--- src/rtl/lcdt_pkg.sv ---
package lcdt_pkg;
  localparam int CNT_W = 12;

  // Raw fields as held in the configuration words
  typedef struct packed {
    logic [5:0] ppl_m1;
    logic [7:0] hsw_m1;
    logic [7:0] hfp_m1;
    logic [7:0] hbp_m1;
    logic [9:0] lines_m1;
    logic [5:0] vsw_m1;
    logic [7:0] vfp;
    logic [7:0] vbp;
    logic       inv_v;
    logic       inv_h;
    logic       inv_pclk;
    logic       inv_de;
    logic       clk_sel;
    logic       div_bypass;
    logic       en;
    logic       pwr;
    logic       dual;
  } lcdt_cfg_t;
endpackage

--- src/rtl/lcdt_regs.sv ---
module lcdt_regs
  import lcdt_pkg::*;
#(
  parameter int ADDR_W = 2,
  parameter int DATA_W = 32
) (
  input  logic              clk,
  input  logic              rst_n,
  input  logic              wr_en,
  input  logic [ADDR_W-1:0] wr_addr,
  input  logic [DATA_W-1:0] wr_data,
  input  logic              frame_end,
  output lcdt_cfg_t         cfg_o
);
  localparam logic [ADDR_W-1:0] A_HOR = ADDR_W'(0);
  localparam logic [ADDR_W-1:0] A_VER = ADDR_W'(1);
  localparam logic [ADDR_W-1:0] A_POL = ADDR_W'(2);
  localparam logic [ADDR_W-1:0] A_CTL = ADDR_W'(3);

  lcdt_cfg_t live_q, work_q;
  logic      load;

  always_ff @(posedge clk) begin
    if (!rst_n) begin
      live_q <= '0;
    end else if (wr_en) begin
      unique case (wr_addr)
        A_HOR: begin
          live_q.ppl_m1 <= wr_data[7:2];
          live_q.hsw_m1 <= wr_data[15:8];
          live_q.hfp_m1 <= wr_data[23:16];
          live_q.hbp_m1 <= wr_data[31:24];
        end
        A_VER: begin
          live_q.lines_m1 <= wr_data[9:0];
          live_q.vsw_m1   <= wr_data[15:10];
          live_q.vfp      <= wr_data[23:16];
          live_q.vbp      <= wr_data[31:24];
        end
        A_POL: begin
          live_q.clk_sel    <= wr_data[5];
          live_q.inv_v      <= wr_data[11];
          live_q.inv_h      <= wr_data[12];
          live_q.inv_pclk   <= wr_data[13];
          live_q.inv_de     <= wr_data[14];
          live_q.div_bypass <= wr_data[26];
        end
        A_CTL: begin
          live_q.en   <= wr_data[0];
          live_q.dual <= wr_data[7];
          live_q.pwr  <= wr_data[11];
        end
        default: ;
      endcase
    end
  end

  // Working copy follows freely while stopped, else only at a frame edge
  assign load = !work_q.en || frame_end;

  always_ff @(posedge clk) begin
    if (!rst_n)    work_q <= '0;
    else if (load) work_q <= live_q;
  end

  assign cfg_o = work_q;

  AST_WORK_HOLD: assert property (@(posedge clk) disable iff (!rst_n)
    (work_q.en && !frame_end) |=> $stable(work_q));
endmodule

--- src/rtl/lcdt_axis.sv ---
module lcdt_axis #(
  parameter int W = 12
) (
  input  logic         clk,
  input  logic         rst_n,
  input  logic         clear,
  input  logic         step,
  input  logic [W-1:0] sync_len,
  input  logic [W-1:0] back_len,
  input  logic [W-1:0] act_len,
  input  logic [W-1:0] front_len,
  output logic         in_sync,
  output logic         in_act,
  output logic         first,
  output logic         last,
  output logic [W-1:0] pos
);
  logic [W-1:0] cnt_q;
  logic [W-1:0] act_beg, act_end, total;

  assign act_beg = sync_len + back_len;
  assign act_end = act_beg + act_len;
  assign total   = act_end + front_len;

  always_ff @(posedge clk) begin
    if (!rst_n || clear) cnt_q <= '0;
    else if (step)       cnt_q <= last ? '0 : cnt_q + W'(1);
  end

  assign in_sync = cnt_q < sync_len;
  assign in_act  = (cnt_q >= act_beg) && (cnt_q < act_end);
  assign first   = cnt_q == '0;
  assign last    = cnt_q == total - W'(1);
  assign pos     = in_act ? cnt_q - act_beg : '0;

  AST_CNT_IN_RANGE: assert property (@(posedge clk) disable iff (!rst_n)
    cnt_q < total);
  AST_SYNC_NOT_ACTIVE: assert property (@(posedge clk) disable iff (!rst_n)
    in_act |-> !in_sync);
endmodule

--- src/rtl/lcd_raster_gen.sv ---
module lcd_raster_gen
  import lcdt_pkg::*;
#(
  parameter int CNT_W  = lcdt_pkg::CNT_W,
  parameter int ADDR_W = 2,
  parameter int DATA_W = 32
) (
  input  logic              clk,
  input  logic              rst_n,
  input  logic              wr_en,
  input  logic [ADDR_W-1:0] wr_addr,
  input  logic [DATA_W-1:0] wr_data,
  output logic              hsync_o,
  output logic              vsync_o,
  output logic              de_o,
  output logic              pclk_inv_o,
  output logic              clk_sel_o,
  output logic              div_bypass_o,
  output logic              panel_pwr_o,
  output logic              frame_start_o,
  output logic [CNT_W-1:0]  pix_x_o,
  output logic [CNT_W-1:0]  line_y_o,
  output logic [CNT_W-1:0]  line_y2_o
);
  localparam int PPL_SHIFT = 4;

  lcdt_cfg_t  cfg;
  logic       run, frame_end;
  logic       h_sync, h_act, h_first, h_last;
  logic       v_sync, v_act, v_first, v_last;
  logic [CNT_W-1:0] h_pos, v_pos;
  logic [CNT_W-1:0] hsw, hbp, ppl, hfp, vsw, vbp, lines, vfp;
  logic       area;

  // Field expansion: minus-one fields get +1, vertical porches are direct
  assign ppl   = (CNT_W'(cfg.ppl_m1) + CNT_W'(1)) << PPL_SHIFT;
  assign hsw   = CNT_W'(cfg.hsw_m1) + CNT_W'(1);
  assign hfp   = CNT_W'(cfg.hfp_m1) + CNT_W'(1);
  assign hbp   = CNT_W'(cfg.hbp_m1) + CNT_W'(1);
  assign lines = CNT_W'(cfg.lines_m1) + CNT_W'(1);
  assign vsw   = CNT_W'(cfg.vsw_m1) + CNT_W'(1);
  assign vfp   = CNT_W'(cfg.vfp);
  assign vbp   = CNT_W'(cfg.vbp);

  assign run       = cfg.en;
  assign frame_end = run && h_last && v_last;

  lcdt_regs #(.ADDR_W(ADDR_W), .DATA_W(DATA_W)) regs_i (
    .clk(clk), .rst_n(rst_n), .wr_en(wr_en), .wr_addr(wr_addr),
    .wr_data(wr_data), .frame_end(frame_end), .cfg_o(cfg)
  );

  lcdt_axis #(.W(CNT_W)) hax_i (
    .clk(clk), .rst_n(rst_n), .clear(!run), .step(run),
    .sync_len(hsw), .back_len(hbp), .act_len(ppl), .front_len(hfp),
    .in_sync(h_sync), .in_act(h_act), .first(h_first), .last(h_last),
    .pos(h_pos)
  );

  lcdt_axis #(.W(CNT_W)) vax_i (
    .clk(clk), .rst_n(rst_n), .clear(!run), .step(run && h_last),
    .sync_len(vsw), .back_len(vbp), .act_len(lines), .front_len(vfp),
    .in_sync(v_sync), .in_act(v_act), .first(v_first), .last(v_last),
    .pos(v_pos)
  );

  assign area = run && h_act && v_act;

  assign hsync_o       = (run && h_sync) ^ cfg.inv_h;
  assign vsync_o       = (run && v_sync) ^ cfg.inv_v;
  assign de_o          = area ^ cfg.inv_de;
  assign frame_start_o = run && h_first && v_first;
  assign pix_x_o       = area ? h_pos : '0;
  assign line_y_o      = area ? v_pos : '0;
  assign line_y2_o     = (area && cfg.dual) ? v_pos + lines : '0;
  assign panel_pwr_o   = run && cfg.pwr;
  assign pclk_inv_o    = cfg.inv_pclk;
  assign clk_sel_o     = cfg.clk_sel;
  assign div_bypass_o  = cfg.div_bypass;

  AST_FS_SINGLE: assert property (@(posedge clk) disable iff (!rst_n)
    frame_start_o |=> !frame_start_o);
  AST_FS_IN_VSYNC: assert property (@(posedge clk) disable iff (!rst_n)
    frame_start_o |-> (vsync_o != cfg.inv_v));
  AST_IDLE_AT_ZERO: assert property (@(posedge clk) disable iff (!rst_n)
    !run |-> (h_first && v_first));
  AST_X_IN_WIDTH: assert property (@(posedge clk) disable iff (!rst_n)
    area |-> (h_pos < ppl));
  AST_Y_IN_HEIGHT: assert property (@(posedge clk) disable iff (!rst_n)
    area |-> (v_pos < lines));
endmodule

--- config.mk ---
export PLATFORM = sky130hd
export DESIGN_NAME = lcd_raster_gen
export DESIGN_NICKNAME = d
export VERILOG_FILES = /design/src/rtl/lcdt_pkg.sv /design/src/rtl/lcdt_regs.sv /design/src/rtl/lcdt_axis.sv /design/src/rtl/lcd_raster_gen.sv
export SDC_FILE = /design/constraint.sdc
export NUM_CORES = 1
export LEC_CHECK = 0
export ABC_CLOCK_PERIOD_IN_PS = 12900
export BUFFER_PORTS_ARGS = -buffer_cell sky130_fd_sc_hd__buf_4
export CELL_PAD_IN_SITES_DETAIL_PLACEMENT = 1
export CELL_PAD_IN_SITES_GLOBAL_PLACEMENT = 1
export CORE_MARGIN = 2
export CORE_UTILIZATION = 50
export CTS_CLUSTER_SIZE = 24
export DETAILED_ROUTE_END_ITERATION = 8
export HOLD_SLACK_MARGIN = 0.1
export PLACE_DENSITY = 0.93
export SETUP_SLACK_MARGIN = 0.02
export SYNTH_ARGS = -nofsm -noshare
export SYNTH_HDL_FRONTEND = slang
export SYNTH_SLANG_ARGS = --single-unit
export TNS_END_PERCENT = 10
--- constraint.sdc ---
create_clock -name clk -period 12.9 [get_ports clk]
set_input_delay 2.58 -clock clk [delete_from_list [all_inputs] [get_ports clk]]
set_output_delay 2.58 -clock clk [all_outputs]
set_load 0.02 [all_outputs]
# --- Word level (Yosys, flattened, before mapping) ---
# Cells that the tools add are included.
op_classes:
  n_addsub: 19
  n_lt_le_gt_ge: 6
  n_eq_ne: 5
  mux: 7
  bitwise_logic: 3
  n_reduce_logical: 23
ops:
  columns: ["op", "n"]
  rows:
  - ["$mux W12", 7]
  - ["$add A12 B11 Y12", 3]
  - ["$add A8 B1 Y9 const B", 3]
  - ["$add A12 B1 Y12 const B", 2]
  - ["$eq A12 B12 Y1", 2]
  - ["$ge A12 B12 Y1", 2]
  - ["$logic_not A12 Y1", 2]
  - ["$lt A12 B12 Y1", 2]
  - ["$sub A12 B1 Y12 const B", 2]
  - ["$sub A12 B12 Y12", 2]
  - ["$add A6 B1 Y7 const B", 2]
  - ["$add A12 B8 Y12", 1]
  - ["$add A12 B9 Y12", 1]
  - ["$logic_and A1 B1 Y1", 12]
  - ["$lt A12 B7 Y1", 1]
  - ["$lt A12 B9 Y1", 1]
  - ["$add A10 B1 Y11 const B", 1]
  - ["$add A9 B9 Y10", 1]
  - ["$add A7 B8 Y9", 1]
  - ["$reduce_and A2 Y1", 4]
  - ["$eq A2 B2 Y1 const B", 2]
  - ["$xor A1 B1 Y1", 3]
  - ["$eq A2 B1 Y1 const B", 1]
  - ["$logic_not A1 Y1", 2]
  - ["other kinds (2)", 3]
totals:
  regBits: 166
  inputBits: 37
  out_inout_bits: 44

# --- Logic depth before layout (Yosys ltp) ---
# Gate-level depths: netlist of run 1.
depth:
  ltp_word: 9
  mapped_depth: 36
  depth_no_buf: 34

# --- By module ---
# A second synthesis of run 1 with hierarchy kept.
unflattened:
  hier_cells: 1725
  hier_area_um2: 13675.6
modules_own_cells:
  columns: ["mod", "n_inst", "cells_per_inst", "area_per_inst_um2", "seq_area_each_um2"]
  rows:
  - ["lcdt_regs", 1, 582, 5029.8, 2842.7]
  - ["lcdt_axis (vax_i)", 1, 461, 3629.7, 240.2]
  - ["lcdt_axis (hax_i)", 1, 469, 3547.2, 240.2]
  - ["lcd_raster_gen", 1, 213, 1468.9, 0.0]

# --- Worst setup path before layout of run 1 ---
# Ideal clock, no wire load.
synth_path:
  path_kind: "register to output"
  startpoint: "register regs_i.work_q (netlist bit regs_i.cfg_o[25])"
  endpoint: "output line_y2_o[10]"
  arrival_ns: 7.071
  required_time_ns: 10.320
  path_slack_ns: 3.249
  stages_incl_launch_ff: 37
  n_path_buf: 2
  cell_sequence: "dfxtp_1 > ha_1 > ha_1 > a21o_1 > a21oi_1 > o21bai_1 > a21oi_1 > o21bai_1 > a21oi_1 > xnor2_1 > ha_1 > a21o_1 > a311o_1 > a311oi_1 > or2_2 > clkbuf_1 > ha_1 > o21a_1 > nor2_1 > o2bb2ai_1 > a22oi_1 > o21ai_0 > clkbuf_1 > nor2_1 > ha_1 > inv_1 > fa_1 > nor2b_1 > o21ai_0 > a21boi_0 > o21ai_0 > a21boi_0 > o21ai_0 > a21boi_0 > o21ai_0 > and3_1 > nor4_1"
synth_between:
  elab_chain_cells: 8
  elab_cells_between_ends: 12
  cone_classes: "add/sub (5); order compare (2); mux (2); reduce/logical (3)"
synth_rtl:
  columns: ["element", "line_no", "source"]
  rows:
  - ["start, declared", "lcdt_regs.sv:20", "lcdt_cfg_t live_q, work_q;"]
  - ["start signal, assigned", "lcdt_regs.sv:63", "else if (load) work_q <= live_q;"]
  - ["$add A6 B1 Y7 (*)", "lcd_raster_gen.sv:41", "assign vsw = CNT_W'(cfg.vsw_m1) + CNT_W'(1);"]
  - ["$add A7 B8 Y9 (*)", "lcdt_axis.sv:21", "assign act_beg = sync_len + back_len;"]
  - ["$add A12 B11 Y12", "lcdt_axis.sv:22", "assign act_end = act_beg + act_len;"]
  - ["$lt A12 B12 Y1", "lcdt_axis.sv:31", "assign in_act = (cnt_q >= act_beg) && (cnt_q < act_end);"]
  - ["$logic_and A1 B1 Y1", "lcdt_axis.sv:31", null]
  - ["$mux W12 or $logic_and A1 B1 Y1 (tied branches)", "lcdt_axis.sv:34, lcd_raster_gen.sv:67", null]
  - ["$add A12 B11 Y12 or $logic_and A1 B1 Y1 (tied branches)", "lcd_raster_gen.sv:75", "assign line_y2_o = (area && cfg.dual) ? v_pos + lines : '0;"]
  - ["$mux W12 (*)", "lcd_raster_gen.sv:75", null]
  - ["end, declared", "lcd_raster_gen.sv:23", "output logic [CNT_W-1:0] line_y2_o"]
# Mark *: on every way between the ends. The rest lies on a longest branch, timed or not.

# --- Worst setup path after layout of run 1 ---
# Ends and elaborated chain as after synthesis.

==> reports/results.tsv, run 1 <==
stage	metric	value	unit
run_status	status	finished, final reports clean	
yosys	Mapped Cells	1499	
global_route	initial antenna violation count	0	
sta	setup repair after global routing missed its margin	false	
sta	Fmax	90.5	MHz
routing	WL/cell	21.3	µm
clock_network	hold_buf cts	0	
sta	Max Clock Skew	19.8	ps
worst_setup_path	cell family with most CP delay	compound AO/OA/AOI/OAI gates	
worst_setup_path	crit-path max FO	13	
cells_and_area	footprint of the multi-input gates	0.00794	mm²
cells_and_area	final instance count without filler cells	1871	
routing	Iter 0 DRT Violations	813	
die	width of the die	159	µm
yosys	Synth Area in Simple Gates	21.3	%
placement	placed insts	1839	
placement	PortBufs	80	
sta	worst slew pin tran	1180	ps
yosys	Synth cell types	71	
global_route	first-pass GRT wire length	63700	µm
global_route	largest net degree at the start of global routing	117	
sta	Fin. Hold Viols	0	
worst_setup_path	startpoint types	flip-flop	
clock_network	Resized cells post-CTS	0	
cells_and_area	share of layout cells above drive strength 1	8.70	%
die	Rows	56	
worst_hold_path	worst hold-check path type	reg -> reg	
yosys	Synth Cell Area	0.0120	mm²
sta	Tmin final	11050	ps
yosys	multiplexer share of the synthesized area	6.78	%
placement	DP HPWL	27800	µm
yosys	post-synthesis register bit count	166	
worst_setup_path	Reg-to-Reg End	regs_i.cfg_o[36]	
yosys	count leader, synth	nand2_1	
worst_setup_path	RR Startpoint	regs_i.cfg_o[25]	
yosys	Commonest cells post-synth	nand2_1, dfxtp_1, ha_1	
cells_and_area	antenna cells	0	
worst_setup_path	Reg2Reg Depth	26	
routing	first-pass iteration count of the detailed router	6	
worst_setup_path	logic depth of the worst path, buffers included	36	
worst_setup_path	endpoint class of the critical path	output port	
clock_network	post-CTS setup buffers	0	
die	core area	0.0235	mm²
worst_setup_path	crit path to	line_y2_o[10]	
global_route	grt total ovfl	0	
yosys	Post-synth EDFFs	0	
clock_network	Clock Latency Late Sink	460	ps
yosys	Synth Area per Inst	7.99	µm²
power	power per cell area	95.1	mW/mm²
clock_network	CTS H-tree depth	4	
yosys	top_reg_cell synth	dfxtp_1	
cells_and_area	Sequential Area	0.00332	mm²
clock_network	clk sinks	166	
clock_network	clk slew on worst S/H paths	70	ps
yosys	Synth Area in Compound Gates	15.5	%
cells_and_area	# fillers	2842	
worst_setup_path	Setup CP Type	reg -> out	
worst_setup_path	CP startpoint	regs_i.cfg_o[25]	
global_route	total global-route track usage	31.5	%
yosys	cell taking the most area after synthesis	dfxtp_1	
routing	Residual DRC	0	
routing	routed vias	11196	
power	Max VDD drop	0.000102	V
worst_setup_path	Worst EP required	10320	ps
die	io pins	81	
sta	final setup violation count	0	
sta	post-route clock period utilization	85.7	%
run	max-cap violations	0	
clock_network	Num CTS Buffers	17	
worst_setup_path	CP bufs+invs	3	
yosys	largest family of logic cells by synthesized area	simple AND/OR/NAND/NOR gates	
global_route	number of global-route vias before repair	11913	
die	chip height	159	µm
clock_network	root buf cell	clkbuf_16	
routing	Final ANT Viol Nets	0	
die	Initial Util	51.0	%
yosys	YS warnings	0	
die	die area	0.0252	mm²
yosys	Synth async-reset ratio	0	%
routing	Total Routed Length	39800	µm
power	Final Power	1.27	mW
sta	TNS Setup	0	ps
routing	Via density	5.98	
yosys	share of the synthesized area in the top cell type	27.8	%
yosys	XOR/XNOR Fraction of Synth Area	8.31	%
worst_setup_path	worst path arrival time	8470	ps
yosys	Adder-Cell Fraction of Synth Area	14.4	%
worst_setup_path	CP max stage cell	a311oi_1	
yosys	Syn Nets	1668	
yosys	Synth area leaders	dfxtp_1, ha_1, nand2_1	
placement	Routability Congestion	0.877	
worst_setup_path	slack of the worst reg-to-reg path	5250	ps
power	Leak Pwr	5.57	nW
yosys	register area share after synthesis	27.8	%
sta	Slew Limit Fails	0	
clock_network	deepest clock path buffer count	2	
sta	headroom to the max-slew limit	21.1	%
clock_network	CTS tree	done	
worst_setup_path	delay of the slowest critical-path stage	490	ps
placement	dpl cell area	0.0127	mm²
cells_and_area	final net count	1708	
cells_and_area	Area growth syn-to-layout	11.2	%
cells_and_area	finished layout cell area	0.0133	mm²
[layout by cell type (no fill, tap or decap), types with 5 or more instances in the layout]
master / count
o211ai_1: 10
nand2_1: 306
xor2_1: 44
ha_1: 123
a211oi_1: 6
nand4_1: 10
and3_1: 19
nor2_1: 83
and4_1: 6
buf_4: 86
o21ai_0: 43
nor2b_1: 23
and2_1: 7
or3_1: 8
clkbuf_16: 17
a21oi_1: 49
nand2b_1: 5
nor4_1: 15
inv_6: 5
xnor2_1: 67
inv_1: 108
a21o_1: 28
nand3_1: 35
o21bai_1: 10
a21boi_0: 69
o21a_1: 17
mux2i_1: 80
nor3_1: 28
dfxtp_1: 166
fa_1: 9
[power by group]
part / internal, mW / switching [mW] / total (mW)
combinational: 0.0868 / 0.126 / 0.213
sequential: 0.524 / 0.0113 / 0.535
clock: 0.259 / 0.259 / 0.518
[worst min path at each step]
stage,from,endpoint,slack (ps),cells after the start
2_1_floorplan,regs_i.live_q[2],regs_i.cfg_o[2],420,2
3_3_place_gp,regs_i.live_q[68],regs_i.cfg_o[68],440,2
3_5_place_dp,regs_i.live_q[51],regs_i.cfg_o[51],450,2
4_1_cts,regs_i.live_q[68],regs_i.cfg_o[68],470,2
5_1_grt,regs_i.live_q[14],regs_i.cfg_o[14],480,2
6_report,regs_i.live_q[19],regs_i.cfg_o[19],460,2
[routing by layer]
| metal | part of all wire (%) | track usage, % | vias to the layer above |
|---|---|---|---|
| li1 | - | - | 5191 |
| met3 | 6.4 | 5.36 | 119 |
| met5 | 0 | 0 | - |
| met4 | 4.1 | 14.8 | 0 |
| met2 | 48 | 54.7 | 424 |
| met1 | 41 | 37.8 | 5462 |
[final cells by class]
class / count / share of cell area [%]
multi-input combinational: 1158 / 59.7
sequential: 166 / 25.0
timing repair buffer: 87 / 4.94
clock buffer: 17 / 3.20
inverter: 109 / 3.07
tap: 319 / 3.00
clock inverter: 15 / 1.17
[metrics by stage]
stage	util, %	worst slack (ps)	hold slack, ps
floorplan	-	3250	422
global placement	54.2	3210	440
detailed placement	54.2	2740	454
CTS	56.7	1970	467
global route	56.7	1210	483
finish	56.7	1850	464
[worst register-to-register path: cells and delay by family (launching register included)]
family | cells | cell delay (ps)
AOI/OAI and AO/OA | 11 | 2710
adders and majority gates | 5 | 1300
and+or+nand+nor | 4 | 1130
buffers and inverters | 2 | 930
xor gates and xnor gates | 3 | 720
DFF | 1 | 440
muxes | 1 | 340
[registers in the layout, indices dropped and copies added, names as in the netlist]
signal         count
regs_i.live_q     71
regs_i.cfg_o      71
hax_i.cnt_q       12
vax_i.cnt_q       12
[cells by family (layout without fill, tap and decap cells)]
| kind of cell | count (synthesis) | count (layout) |
|---|---|---|
| buffers and inverters | 175 | 228 |
| flip-flops | 166 | 166 |
| multiplexers | 81 | 81 |
| AO/OA/AOI/OAI | 266 | 266 |
| AND/OR/NAND/NOR | 567 | 567 |
| adder cells (fa/ha/maj) | 132 | 132 |
| XOR/XNOR | 112 | 112 |
No activity file was read; power rests on OpenSTA's default activity.
==> run 2: changes to the inputs <==
Settings changed: CORE_UTILIZATION 50 to 32, PLACE_DENSITY 0.93 to 0.66.
==> reports/results.tsv, run 2 (same netlist as run 1, synthesis figures left out) <==
stage	metric	value	unit
die	Initial Util	32.6	%
routing	Total Routed Length	35300	µm
sta	Max Clock Skew	15.2	ps
worst_setup_path	Worst path most repeated cell	o21ai_0	
worst_hold_path	worst hold-check path type	reg -> reg	
power	combinational power share	16.2	%
cells_and_area	Area growth syn-to-layout	13.0	%
power	Pint	0.905	mW
cells_and_area	finished layout cell area	0.0135	mm²
sta	Slew Limit Fails	0	
clock_network	deepest clock path buffer count	2	
power	Max VDD drop	0.0000927	V
clock_network	root buf cell	clkbuf_16	
worst_setup_path	worst path arrival time	8120	ps
routing	Residual DRC	0	
routing	first-pass iteration count of the detailed router	5	
cells_and_area	Sequential Area	0.00332	mm²
power	Switching Share	29.4	%
global_route	number of global-route vias before repair	10457	
global_route	initial antenna violation count	2	
clock_network	clk sinks	166	
cells_and_area	share of layout cells above drive strength 1	8.76	%
run_status	status	finished, final reports clean	
power	sw power	0.376	mW
clock_network	Num CTS Buffers	17	
sta	WHS	454	ps
placement	dpl cell area	0.0129	mm²
placement	Routability Congestion	0.806	
worst_setup_path	CP bufs+invs	2	
power	power share of the clock group	42.1	%
die	chip height	197	µm
sta	Tmin final	10700	ps
sta	worst slew pin tran	1110	ps
global_route	total global-route track usage	18.7	%
sta	setup repair after global routing missed its margin	false	
worst_setup_path	Setup CP Type	reg -> out	
die	die area	0.0390	mm²
sta	Fmax	93.4	MHz
sta	post-route clock period utilization	83.0	%
clock_network	Resized cells post-CTS	0	
sta	Fin. Hold Viols	0	
worst_setup_path	startpoint types	flip-flop	
worst_setup_path	cell family with most CP delay	compound AO/OA/AOI/OAI gates	
routing	Via density	5.11	
worst_setup_path	Reg2Reg Depth	27	
worst_setup_path	Worst EP required	10320	ps
worst_setup_path	delay of the slowest critical-path stage	440	ps
cells_and_area	final instance count without filler cells	2021	
cells_and_area	final core occ	36.9	%
die	core area	0.0367	mm²
routing	routed vias	10333	
worst_setup_path	logic depth of the worst path, buffers included	34	
cells_and_area	footprint of the multi-input gates	0.00794	mm²
sta	final setup violation count	0	
global_route	largest net degree at the start of global routing	120	
power	Seq pwr share	41.7	%
cells_and_area	most common cell after layout, fill and taps aside	nand2_1	
power	Leak Pwr	5.59	nW
routing	Final ANT Viol Nets	0	
placement	PortBufs	80	
clock_network	CTS H-tree depth	4	
clock_network	post-CTS setup buffers	0	
cells_and_area	commonest non-fill, non-tap cells in the layout	nand2_1, dfxtp_1, ha_1	
sta	TNS Setup	0	ps
worst_setup_path	crit-path max FO	13	
clock_network	hold_buf cts	0	
die	width of the die	197	µm
clock_network	Clock Latency Late Sink	450	ps
power	power per cell area	94.7	mW/mm²
global_route	grt total ovfl	0	
cells_and_area	# fillers	4458	
worst_setup_path	CP max stage cell	dfxtp_1	
placement	placed insts	1989	
routing	WL/cell	17.5	µm
die	Rows	70	
run	max-cap violations	0	
clock_network	clk slew on worst S/H paths	70	ps
cells_and_area	final net count	1709	
clock_network	CTS tree	done	
sta	headroom to the max-slew limit	26.0	%
global_route	first-pass GRT wire length	56900	µm
worst_setup_path	endpoint class of the critical path	output port	
die	io pins	81	
placement	DP HPWL	27700	µm
worst_hold_path	Cells on Worst Hold Path	2	
routing	Iter 0 DRT Violations	519	
cells_and_area	antenna cells	0	
==> run 2: cell types whose count changed in the layout (fill, tap and decap cells not counted), sizes merged <==
cell      change
buf           +1
bufinv        +2
clkinv        -2
clkinvlp      +1
inv           -1
==> run 2: per-stage QoR <==
stage / setup slack (ps) / total power, mW
6_report: 2200 / 1.28
5_1_grt: 1270 / 1.34
4_1_cts: 2200 / 1.30
3_5_place_dp: 2730 / 0.753
3_3_place_gp: 3080 / 0.748
2_1_floorplan: 3250 / 0.693
==> run 2: area by class of cell <==
class,instances,share of cell area [%]
clock buffer,17,3.14
inverter,109,3.02
timing repair buffer,88,4.91
clock inverter,15,1.37
tap,468,4.33
multi-input combinational,1158,58.7
sequential,166,24.6
==> run 2: worst register-to-register path: cells and delay by family (launching register included) <==
kind | cells | cell delay [ps]
muxes | 1 | 350
xor gates and xnor gates | 3 | 680
and+or+nand+nor | 5 | 1330
DFF | 1 | 440
buffers and inverters | 2 | 940
adders and majority gates | 5 | 1280
AOI/OAI and AO/OA | 11 | 2120
==> run 2: final timing paths <==
path                                         from          endpoint  slack (ps)
worst min-delay path            regs_i.live_q[61]  regs_i.cfg_o[61]         450
worst max-delay path             regs_i.cfg_o[25]     line_y2_o[10]        2200
worst max register to register   regs_i.cfg_o[25]  regs_i.cfg_o[65]        5670
worst min register to register  regs_i.live_q[61]  regs_i.cfg_o[61]         450
==> run 2: power by group through the flow <==
| stage | Clock [mW] | Combinational [mW] | Sequential (mW) |
|---|---|---|---|
| finish | 0.540 | 0.207 | 0.534 |
| global route | 0.574 | 0.232 | 0.536 |
| CTS | 0.553 | 0.209 | 0.534 |
| detailed placement | 0 | 0.207 | 0.546 |
| global placement | 0 | 0.202 | 0.545 |
| floorplan | 0 | 0.151 | 0.542 |
==> run 2: layer usage <==
layer | wire length, µm | part of all wire (%) | global-route usage, %
met5 | 26 | 0.074 | 0
met2 | 15100 | 43 | 28.8
met3 | 1420 | 4.0 | 3.53
met4 | 571 | 1.6 | 4.43
met1 | 18200 | 51 | 26.8
==> run 3: changes to the inputs <==
Settings changed: ABC_CLOCK_PERIOD_IN_PS 12900 to 9500, PLACE_DENSITY 0.66 to 0.68.
Clock period 12.9 ns to 9.5 ns, I/O delays scaled along.
==> reports/results.tsv, run 3 (same netlist as run 1, synthesis figures left out) <==
stage	metric	value	unit
run_status	status	finished, final reports clean	
clock_network	deepest clock path buffer count	2	
routing	Via density	5.09	
worst_setup_path	crit-path max FO	6	
worst_setup_path	Reg-to-Reg End	regs_i.cfg_o[4]	
sta	setup repair after global routing missed its margin	true	
placement	DP HPWL	27600	µm
cells_and_area	commonest non-fill, non-tap cells in the layout	nand2_1, dfxtp_1, ha_1	
cells_and_area	most common cell after layout, fill and taps aside	nand2_1	
sta	Fmax	111	MHz
routing	Total Routed Length	35300	µm
sta	Max Clock Skew	15.1	ps
global_route	first-pass GRT wire length	56600	µm
cells_and_area	footprint of the multi-input gates	0.00799	mm²
sta	headroom to the max-slew limit	20.3	%
placement	pre-CTS setup slack	94.7	ps
cells_and_area	Sequential Area	0.00333	mm²
clock_network	CTS H-tree depth	4	
worst_setup_path	RR Startpoint	regs_i.cfg_o[25]	
worst_setup_path	Setup CP Type	reg -> out	
sta	final setup violation count	0	
global_route	grt total ovfl	0	
power	Max VDD drop	0.000158	V
routing	first-pass iteration count of the detailed router	6	
die	Initial Util	32.6	%
placement	placed insts	1991	
cells_and_area	final net count	1718	
sta	Slew Limit Fails	0	
cells_and_area	# fillers	4472	
worst_setup_path	endpoint class of the critical path	output port	
sta	Fin. Hold Viols	0	
power	Leak Pwr	5.64	nW
cells_and_area	final core occ	37.2	%
global_route	total global-route track usage	18.5	%
die	core area	0.0367	mm²
worst_setup_path	worst path arrival time	7110	ps
worst_setup_path	CP max stage cell	fa_1	
cells_and_area	final instance count without filler cells	2030	
clock_network	CTS tree	done	
sta	Tmin final	9010	ps
clock_network	clk slew on worst S/H paths	80	ps
routing	routed vias	10327	
power	power per cell area	127	mW/mm²
routing	Final ANT Viol Nets	0	
sta	post-route clock period utilization	94.8	%
global_route	number of global-route vias before repair	10483	
die	Rows	70	
clock_network	hold_buf cts	0	
routing	WL/cell	17.4	µm
die	width of the die	197	µm
worst_setup_path	Reg2Reg Depth	27	
worst_setup_path	Worst EP required	7600	ps
die	die area	0.0390	mm²
clock_network	root buf cell	clkbuf_16	
routing	Residual DRC	0	
worst_setup_path	CP startpoint	regs_i.cfg_o[25]	
run	max-cap violations	0	
global_route	initial antenna violation count	0	
cells_and_area	antenna cells	0	
cells_and_area	share of layout cells above drive strength 1	10.2	%
worst_hold_path	hold path start	regs_i.live_q[66]	
die	io pins	81	
cells_and_area	Area growth syn-to-layout	14.1	%
global_route	largest net degree at the start of global routing	129	
die	chip height	197	µm
routing	Iter 0 DRT Violations	526	
worst_hold_path	Cells on Worst Hold Path	2	
sta	worst slew pin tran	1200	ps
worst_setup_path	slack of the worst reg-to-reg path	3030	ps
clock_network	clk sinks	166	
placement	Routability Congestion	0.868	
worst_setup_path	delay of the slowest critical-path stage	410	ps
placement	PortBufs	80	
worst_setup_path	startpoint types	flip-flop	
clock_network	Num CTS Buffers	17	
sta	final worst slack	492	ps
clock_network	Clock Latency Late Sink	440	ps
worst_hold_path	worst hold-check path type	reg -> reg	
worst_hold_path	Worst Hold End	regs_i.cfg_o[66]	
-- run 3: changes by cell type in the layout (fill, tap and decap cells not counted), sizes merged --
cell	delta
buf	+9
clkbuf	+2
inv	-3
clkinv	+1
-- run 3: worst max path at each step --
stage / endpoint / slack, ps
final: line_y2_o[10] / 490
after global routing: line_y2_o[10] / -20
after CTS: line_y2_o[10] / 30
after detailed placement: line_y2_o[10] / 90
after global placement: line_y2_o[10] / 360
after floorplan: line_y2_o[10] / 530
-- run 3: layout make-up --
| cell class | instances | share of cell area, % |
|---|---|---|
| inverters | 109 | 3.00 |
| multi-input cells | 1158 | 58.5 |
| well taps | 468 | 4.29 |
| flip-flops and latches | 166 | 24.3 |
| clock inverters | 13 | 1.19 |
| repair buffers | 97 | 5.36 |
| clock buffers | 19 | 3.32 |
-- run 3: metrics by stage --
stage / total power [mW] / TNS, ps / area (µm²) / hold WS [ps]
2_1_floorplan: 0.941 / 0 / 12000 / 422
3_3_place_gp: 1.01 / 0 / 12900 / 441
3_5_place_dp: 1.02 / 0 / 12900 / 446
4_1_cts: 1.76 / 0 / 13600 / 456
5_1_grt: 1.82 / -20.9 / 13700 / 478
6_report: 1.74 / 0 / 13700 / 451
-- run 3: what timing repair did --
item	4_1_cts	5_1_grt
setup buffers	0	7
pin swaps	0	9
resized for setup	8	14
setup endpoints to repair	2	4
-- run 3: metal layers --
| metal | global-route usage [%] | up-vias | routed length, µm |
|---|---|---|---|
| li1 | - | 5197 | - |
| met1 | 26.6 | 4962 | 18200 |
| met2 | 29.2 | 148 | 15400 |
| met3 | 2.56 | 20 | 1280 |
| met4 | 3.90 | 0 | 382 |
| met5 | 0 | - | 0 |
-- run 3: worst max-delay path: cells and delay by family (launching register included) --
family / cells / cell delay, ps
adder cells (fa/ha/maj): 5 / 1540
AND/OR/NAND/NOR: 6 / 1140
XOR/XNOR: 1 / 180
AO/OA/AOI/OAI: 20 / 3240
buffers and inverters: 1 / 180
flip-flops: 1 / 380
-- run 3: report_power, final --
group / switching, mW / leakage, nW / internal [mW]
Clock: 0.324 / 0.297 / 0.410
Combinational: 0.163 / 4.00 / 0.118
Sequential: 0.0134 / 1.35 / 0.712
Total: 0.500 / 5.64 / 1.24
